**config.mk**
```make
export PLATFORM = sky130hd
export DESIGN_NAME = abort_mon
export DESIGN_NICKNAME = d
export VERILOG_FILES = /design/src/rtl/abort_mon_pkg.sv /design/src/rtl/abort_mon_ctrl.sv /design/src/rtl/abort_mon_timer.sv /design/src/rtl/abort_mon_flags.sv /design/src/rtl/abort_mon.sv
export SDC_FILE = /design/constraint.sdc
export NUM_CORES = 1
export LEC_CHECK = 0
export CAP_MARGIN = 20
export CORE_ASPECT_RATIO = 0.75
export CORE_UTILIZATION = 42
export DETAILED_ROUTE_END_ITERATION = 12
export PLACE_DENSITY = 0.92
export REMOVE_ABC_BUFFERS = 1
export SLEW_MARGIN = 20
export SYNTH_ARGS = -nofsm -noshare
export SYNTH_HDL_FRONTEND = slang
export SYNTH_SLANG_ARGS = --single-unit
```
**constraint.sdc**
```tcl
create_clock -name clk -period 2.94 [get_ports clk]
set_clock_uncertainty 0.2 [all_clocks]
set_input_delay 0.588 -clock clk [delete_from_list [all_inputs] [get_ports clk]]
set_output_delay 0.588 -clock clk [all_outputs]
set_load 0.03 [all_outputs]
```
**src/rtl/abort_mon_pkg.sv**
```systemverilog
package abort_mon_pkg;

  localparam int SEL_W = 2;
  localparam logic [SEL_W-1:0] SEL_CTRL  = 2'd0;
  localparam logic [SEL_W-1:0] SEL_FLAGS = 2'd1;
  localparam logic [SEL_W-1:0] SEL_DBG   = 2'd2;

  // control bit positions (decoded by software, so fixed)
  localparam int CB_FREQ     = 0;
  localparam int CB_TO_EN    = 1;
  localparam int CB_RSVD     = 2;
  localparam int CB_ABORT_EN = 3;

  // flag bit positions
  localparam int NUM_SRC  = 3;
  localparam int FL_ABORT = 0;
  localparam int FL_TOUT  = 1;
  localparam int FL_BURST = 2;

  typedef struct packed {
    logic abort_en;
    logic to_en;
    logic hi_freq;
  } ctrl_t;

  localparam ctrl_t CTRL_RESET = '{abort_en: 1'b1, to_en: 1'b1, hi_freq: 1'b0};

endpackage

```
**src/rtl/abort_mon_ctrl.sv**
```systemverilog
module abort_mon_ctrl
  import abort_mon_pkg::*;
#(
  parameter int DATA_W = 32
) (
  input  logic              clk,
  input  logic              rst_n,
  input  logic              wr_en,
  input  logic [DATA_W-1:0] wdata,
  output ctrl_t             ctrl,
  output logic [DATA_W-1:0] ctrl_word
);

  ctrl_t ctrl_q;

  always_ff @(posedge clk or negedge rst_n) begin
    if (!rst_n) begin
      ctrl_q <= CTRL_RESET;
    end else if (wr_en) begin
      ctrl_q.abort_en <= wdata[CB_ABORT_EN];
      ctrl_q.to_en    <= wdata[CB_TO_EN];
      ctrl_q.hi_freq  <= wdata[CB_FREQ];
    end
  end

  always_comb begin
    ctrl_word              = '0;
    ctrl_word[CB_ABORT_EN] = ctrl_q.abort_en;
    ctrl_word[CB_RSVD]     = 1'b0;
    ctrl_word[CB_TO_EN]    = ctrl_q.to_en;
    ctrl_word[CB_FREQ]     = ctrl_q.hi_freq;
  end

  assign ctrl = ctrl_q;

endmodule

```
**src/rtl/abort_mon_timer.sv**
```systemverilog
module abort_mon_timer #(
  parameter int TO_CYCLES = 256
) (
  input  logic clk,
  input  logic rst_n,
  input  logic req_valid,
  input  logic req_ack,
  input  logic to_en,
  input  logic hi_freq,
  output logic busy,
  output logic to_fire
);

  localparam int LIM_LO = TO_CYCLES;
  localparam int LIM_HI = 2 * TO_CYCLES;
  localparam int CNT_W  = $clog2(LIM_HI + 1);

  logic [CNT_W-1:0] cnt_q;
  logic [CNT_W-1:0] lim_m1;
  logic             busy_q;
  logic             at_lim;

  assign lim_m1  = hi_freq ? CNT_W'(LIM_HI - 1) : CNT_W'(LIM_LO - 1);
  assign at_lim  = (cnt_q >= lim_m1);
  assign to_fire = busy_q & ~req_ack & at_lim & to_en;
  assign busy    = busy_q;

  always_ff @(posedge clk or negedge rst_n) begin
    if (!rst_n) begin
      busy_q <= 1'b0;
      cnt_q  <= '0;
    end else if (!busy_q) begin
      cnt_q <= '0;
      if (req_valid && !req_ack) busy_q <= 1'b1;
    end else if (req_ack || to_fire) begin
      busy_q <= 1'b0;
      cnt_q  <= '0;
    end else if (!at_lim) begin
      cnt_q <= cnt_q + 1'b1;
    end
  end

endmodule

```
**src/rtl/abort_mon_flags.sv**
```systemverilog
module abort_mon_flags
  import abort_mon_pkg::*;
#(
  parameter int ADDR_W = 24
) (
  input  logic               clk,
  input  logic               rst_n,
  input  logic [NUM_SRC-1:0] set_src,
  input  logic               clr,
  input  logic               mismatch,
  input  logic [ADDR_W-1:0]  addr,
  output logic [NUM_SRC-1:0] flags,
  output logic [ADDR_W-1:0]  dbg_addr,
  output logic               frozen
);

  logic [NUM_SRC-1:0] flag_q;
  logic [ADDR_W-1:0]  dbg_q;
  logic               frozen_q;
  logic               cap;

  for (genvar i = 0; i < NUM_SRC; i++) begin : g_flag
    always_ff @(posedge clk or negedge rst_n) begin
      if (!rst_n) flag_q[i] <= 1'b0;
      else        flag_q[i] <= (flag_q[i] & ~clr) | set_src[i];
    end
  end

  assign cap = (|set_src) | mismatch;

  always_ff @(posedge clk or negedge rst_n) begin
    if (!rst_n) begin
      dbg_q    <= '1;
      frozen_q <= 1'b0;
    end else begin
      if (cap && (!frozen_q || clr)) dbg_q <= addr;
      if (clr)      frozen_q <= cap;
      else if (cap) frozen_q <= 1'b1;
    end
  end

  assign flags    = flag_q;
  assign dbg_addr = dbg_q;
  assign frozen   = frozen_q;

endmodule

```
**src/rtl/abort_mon.sv**
```systemverilog
module abort_mon
  import abort_mon_pkg::*;
#(
  parameter int DATA_W    = 32,
  parameter int ADDR_W    = 24,
  parameter int TO_CYCLES = 256
) (
  input  logic              clk,
  input  logic              rst_n,
  input  logic [1:0]        reg_sel,
  input  logic              reg_wr,
  input  logic              reg_rd,
  input  logic [DATA_W-1:0] reg_wdata,
  output logic [DATA_W-1:0] reg_rdata,
  input  logic              req_valid,
  input  logic              req_ack,
  input  logic [ADDR_W-1:0] bus_addr,
  input  logic              acc_mismatch,
  input  logic              burst_det,
  input  logic              dsp_abort,
  output logic              irq_abort
);

  ctrl_t              ctrl_q;
  logic [DATA_W-1:0]  ctrl_word;
  logic               tmr_busy;
  logic               to_fire;
  logic [NUM_SRC-1:0] set_src;
  logic [NUM_SRC-1:0] flags_q;
  logic [ADDR_W-1:0]  dbg_q;
  logic               frozen_q;
  logic               rd_clr;
  logic               ctrl_wr;

  assign ctrl_wr = reg_wr && (reg_sel == SEL_CTRL);
  assign rd_clr  = reg_rd && (reg_sel == SEL_FLAGS);

  abort_mon_ctrl #(.DATA_W(DATA_W)) u_ctrl (
    .clk      (clk),
    .rst_n    (rst_n),
    .wr_en    (ctrl_wr),
    .wdata    (reg_wdata),
    .ctrl     (ctrl_q),
    .ctrl_word(ctrl_word)
  );

  abort_mon_timer #(.TO_CYCLES(TO_CYCLES)) u_tmr (
    .clk      (clk),
    .rst_n    (rst_n),
    .req_valid(req_valid),
    .req_ack  (req_ack),
    .to_en    (ctrl_q.to_en),
    .hi_freq  (ctrl_q.hi_freq),
    .busy     (tmr_busy),
    .to_fire  (to_fire)
  );

  always_comb begin
    set_src           = '0;
    set_src[FL_ABORT] = dsp_abort & ctrl_q.abort_en;
    set_src[FL_TOUT]  = to_fire;
    set_src[FL_BURST] = burst_det;
  end

  abort_mon_flags #(.ADDR_W(ADDR_W)) u_flags (
    .clk     (clk),
    .rst_n   (rst_n),
    .set_src (set_src),
    .clr     (rd_clr),
    .mismatch(acc_mismatch),
    .addr    (bus_addr),
    .flags   (flags_q),
    .dbg_addr(dbg_q),
    .frozen  (frozen_q)
  );

  assign irq_abort = |flags_q;

  always_comb begin
    unique case (reg_sel)
      SEL_CTRL:  reg_rdata = ctrl_word;
      SEL_FLAGS: reg_rdata = DATA_W'(flags_q);
      SEL_DBG:   reg_rdata = DATA_W'(dbg_q);
      default:   reg_rdata = '0;
    endcase
  end

endmodule

```
==> flow_summary_export.csv <==
group,metric,value,unit
synthesis,avgSynthCellArea,11.2,sq um
layout,finish.utilization,0.590,
drt,ant_nets,0,
die,die_w,85.6,um
die,die-area,5540,sq um
run_status,status,"finished, final reports clean",
drt,dr.pass1.iters,4,
synthesis,yosys_most_used_dff,"dfstp_2",
layout,num_antenna_cells,0,
setup_path,timing.rr.end,"u_tmr.cnt_q[9]$_DFFE_PN0P_",
global_routing,grt_max_degree,43,
global_routing,grt_pass1_wl,7570,um
timing,fin_crit_sh,0.931,
synthesis,ys_ff_latch,42,
timing,tightest_slew,0.927,ns
clocking,clk_latency,0.29,ns
power_and_ir_drop,netSwitchingPower,417,uW
timing,finalSetupViolations,0,
power_and_ir_drop,leakagePower,1.23,nW
placement,portBuffers,62,
placement,post-place-ws,0.0599,ns
clocking,clk_pin_slew,0.08,ns
synthesis,synth-edff-count,0,
global_routing,gr-total-overflow,0,
setup_path,worstSetupEndpointType,"output pin",
setup_path,path_class,"primary input to output pin",
drt,via_count,1703,
drt,drt_iter0_markers,81,
global_routing,track_usage,0.179,
layout,drive_gt1_frac,0.341,
synthesis,yosys_warnings,0,
synthesis,synth_cell_types,45,
timing,hold_violations,0,
clocking,numCtsBuffers,5,
clocking,post_cts_resized,0,
synthesis,async_flop_share,1.00,
timing,hold_slack,0.235,ns
power_and_ir_drop,p_sw_frac,0.263,
layout,n_fill_cell,426,
placement,dpl.hpwl,3490,um
die,io_pins,100,
power_and_ir_drop,pwr-share-comb,0.232,
clocking,cts_root_buf,"clkbuf_8",
timing,clock.fmax,366,MHz
worst_hold_path,hold_path.class,"primary input to async pin",
die,start_util,0.444,
placement,placed_cells,316,
timing,min_period,2.74,ns
die,die_h,64.7,um
setup_path,r2r_start,"u_tmr.cnt_q[0]$_DFFE_PN0P_",
power_and_ir_drop,ir_worst_vdd,0.000389,V
clocking,ctsHoldBuffers,0,
layout,area_growth,32.8,%
timing,slew-limit-headroom,0.382,
die,core_area,4950,sq um
setup_path,cp.arrival,1.95,ns
power_and_ir_drop,clockPowerShare,0.272,
job,max_cap_violations,0,
placement,placed_cell_area,2810,sq um
power_and_ir_drop,power_density,542,nW/um^2
clocking,cts_tree,"yes",
setup_path,start_kind,"primary input",
timing,rsz0062_at_grt,"false",
setup_path,crit_required,2.15,ns
setup_path,crit_end,"reg_rdata[1]",
drt,via_per_inst,5.26,
clocking,clock_path_buffers,2,
drt,post_drt_wl_per_cell,14.3,um
setup_path,worstRegToRegCells,5,
power_and_ir_drop,p_seq_frac,0.497,
clocking,post_cts_buffers,0,
global_routing,antenna_found_initial,0,
power_and_ir_drop,power.total,1.59,mW
clocking,clock_sinks,42,
layout,fin_cells,324,
clocking,htreeDepth,2,
synthesis,synth_seq_area_share,0.492,
setup_path,r2r_slack,0.74,ns
die,fp-row-count,22,
timing,drv_slew,0,
drt,postRouteWirelength,4630,um
global_routing,grt_pass1_vias,1621,
layout,final_cell_area,2920,sq um
setup_path,crit_start,"reg_sel[1]",
timing,worst_slack,0.204,ns
synthesis,syn_area,2200,sq um
drt,route.detailed.drc,0,
placement,gp_congestion,0.823,
power_and_ir_drop,internal_power,1.17,mW
layout,nNetsFinal,332,
timing,setup_tns,0,ns
synthesis,synthCells,197,
setup_path,cp_max_fo,18,
## how the worst min path moves through the flow
| stage | startpoint | end | slack (ns) | cells after the start |
|---|---|---|---|---|
| 2_1_floorplan | rst_n | u_ctrl.ctrl[0]$_DFFE_PN0P_ | 0.09 | 0 |
| 6_report | rst_n | u_flags.flags[1]$_DFF_PN0_ | 0.23 | 1 |
| 5_1_grt | rst_n | u_tmr.cnt_q[3]$_DFFE_PN0P_ | 0.29 | 1 |
| 3_5_place_dp | u_flags.flags[1]$_DFF_PN0_ | u_flags.flags[1]$_DFF_PN0_ | 0.30 | 1 |
| 4_1_cts | rst_n | u_tmr.cnt_q[3]$_DFFE_PN0P_ | 0.25 | 1 |
| 3_3_place_gp | u_flags.flags[2]$_DFF_PN0_ | u_flags.flags[2]$_DFF_PN0_ | 0.29 | 1 |
## logic make-up after synthesis
group | Yosys count | share of synthesized area
and+or+nand+nor | 68 | 0.178
DFF | 42 | 0.492
AOI/OAI and AO/OA | 34 | 0.109
muxes | 29 | 0.147
buffers and inverters | 21 | 0.0614
adders and majority gates | 2 | 0.0114
other | 1 | 0.00170
## layer usage
layer	GRT usage	part of all wire	up-vias	wire, um
li1	-	-	817	-
met1	0.234	0.45	821	2110
met2	0.287	0.47	58	2180
met3	0.0446	0.060	7	278
met4	0.0688	0.016	0	73
met5	0	0	-	0
## registers in the layout, summed over array words and instances, names as in the netlist
name              flops
u_flags.flags         3
u_flags.dbg_addr     24
u_tmr.busy            1
u_ctrl.ctrl           3
u_tmr.cnt_q          10
u_flags.frozen        1
## cells in the mapped netlist, drive strengths merged, types with 2 or more instances
library cell,count,area (sq um)
mux2i,3,30.0
nor3,5,25.0
dfstp,26,683
a211o,2,17.5
inv,3,11.3
nand2,11,41.3
mux2,26,293
nor2b,2,12.5
a31oi,2,12.5
nor2,3,11.3
nand3,5,25.0
a22o,2,17.5
clkbuf,6,25.0
buf,12,98.8
nand2b,3,18.8
or3,4,25.0
nand3b,2,15.0
dfrtp,16,400
and3,3,18.8
o21ai,11,55.1
a21oi,6,33.8
nor3b,2,15.0
and2,21,131
nor4,2,12.5
a311oi,3,26.3
ha,2,25.0
## power by group through the flow
stage | clock, mW | sequential [mW] | combinational [mW]
2_1_floorplan | 0 | 0.779 | 0.226
3_3_place_gp | 0 | 0.792 | 0.361
3_5_place_dp | 0 | 0.800 | 0.372
4_1_cts | 0.448 | 0.790 | 0.374
5_1_grt | 0.467 | 0.805 | 0.395
6_report | 0.431 | 0.788 | 0.368
## worst max-delay path, cell delays in order
cell and delay [ns]:
clkdlybuf4s50_1 0.60, nor2b_1 0.21, buf_4 0.22, nand2_1 0.07
o21ai_0 0.07, buf_4 0.19
## cell type report
class                      instances  area, sq um  share of cell area
clock buffer                       8          111              0.0381
inverter                           3         11.3             0.00385
timing repair buffer              70          633               0.217
tap                               60         75.1              0.0257
multi-input combinational        141         1010               0.345
sequential                        42         1080               0.371
## cells in the final DEF (no fill, tap or decap), types with 4 or more instances in the layout
master            n
clkbuf_8          6
and2_1           21
mux2_1            4
a21oi_1           5
dfrtp_1          16
conb_1            8
nand2_1          11
nand3_1           5
dfstp_2          26
mux2_2           22
nor3_1            5
buf_4            30
or3_1             4
o21ai_0          11
clkdlybuf4s50_1  37
Note: power is estimated with default switching activity, not from simulation.
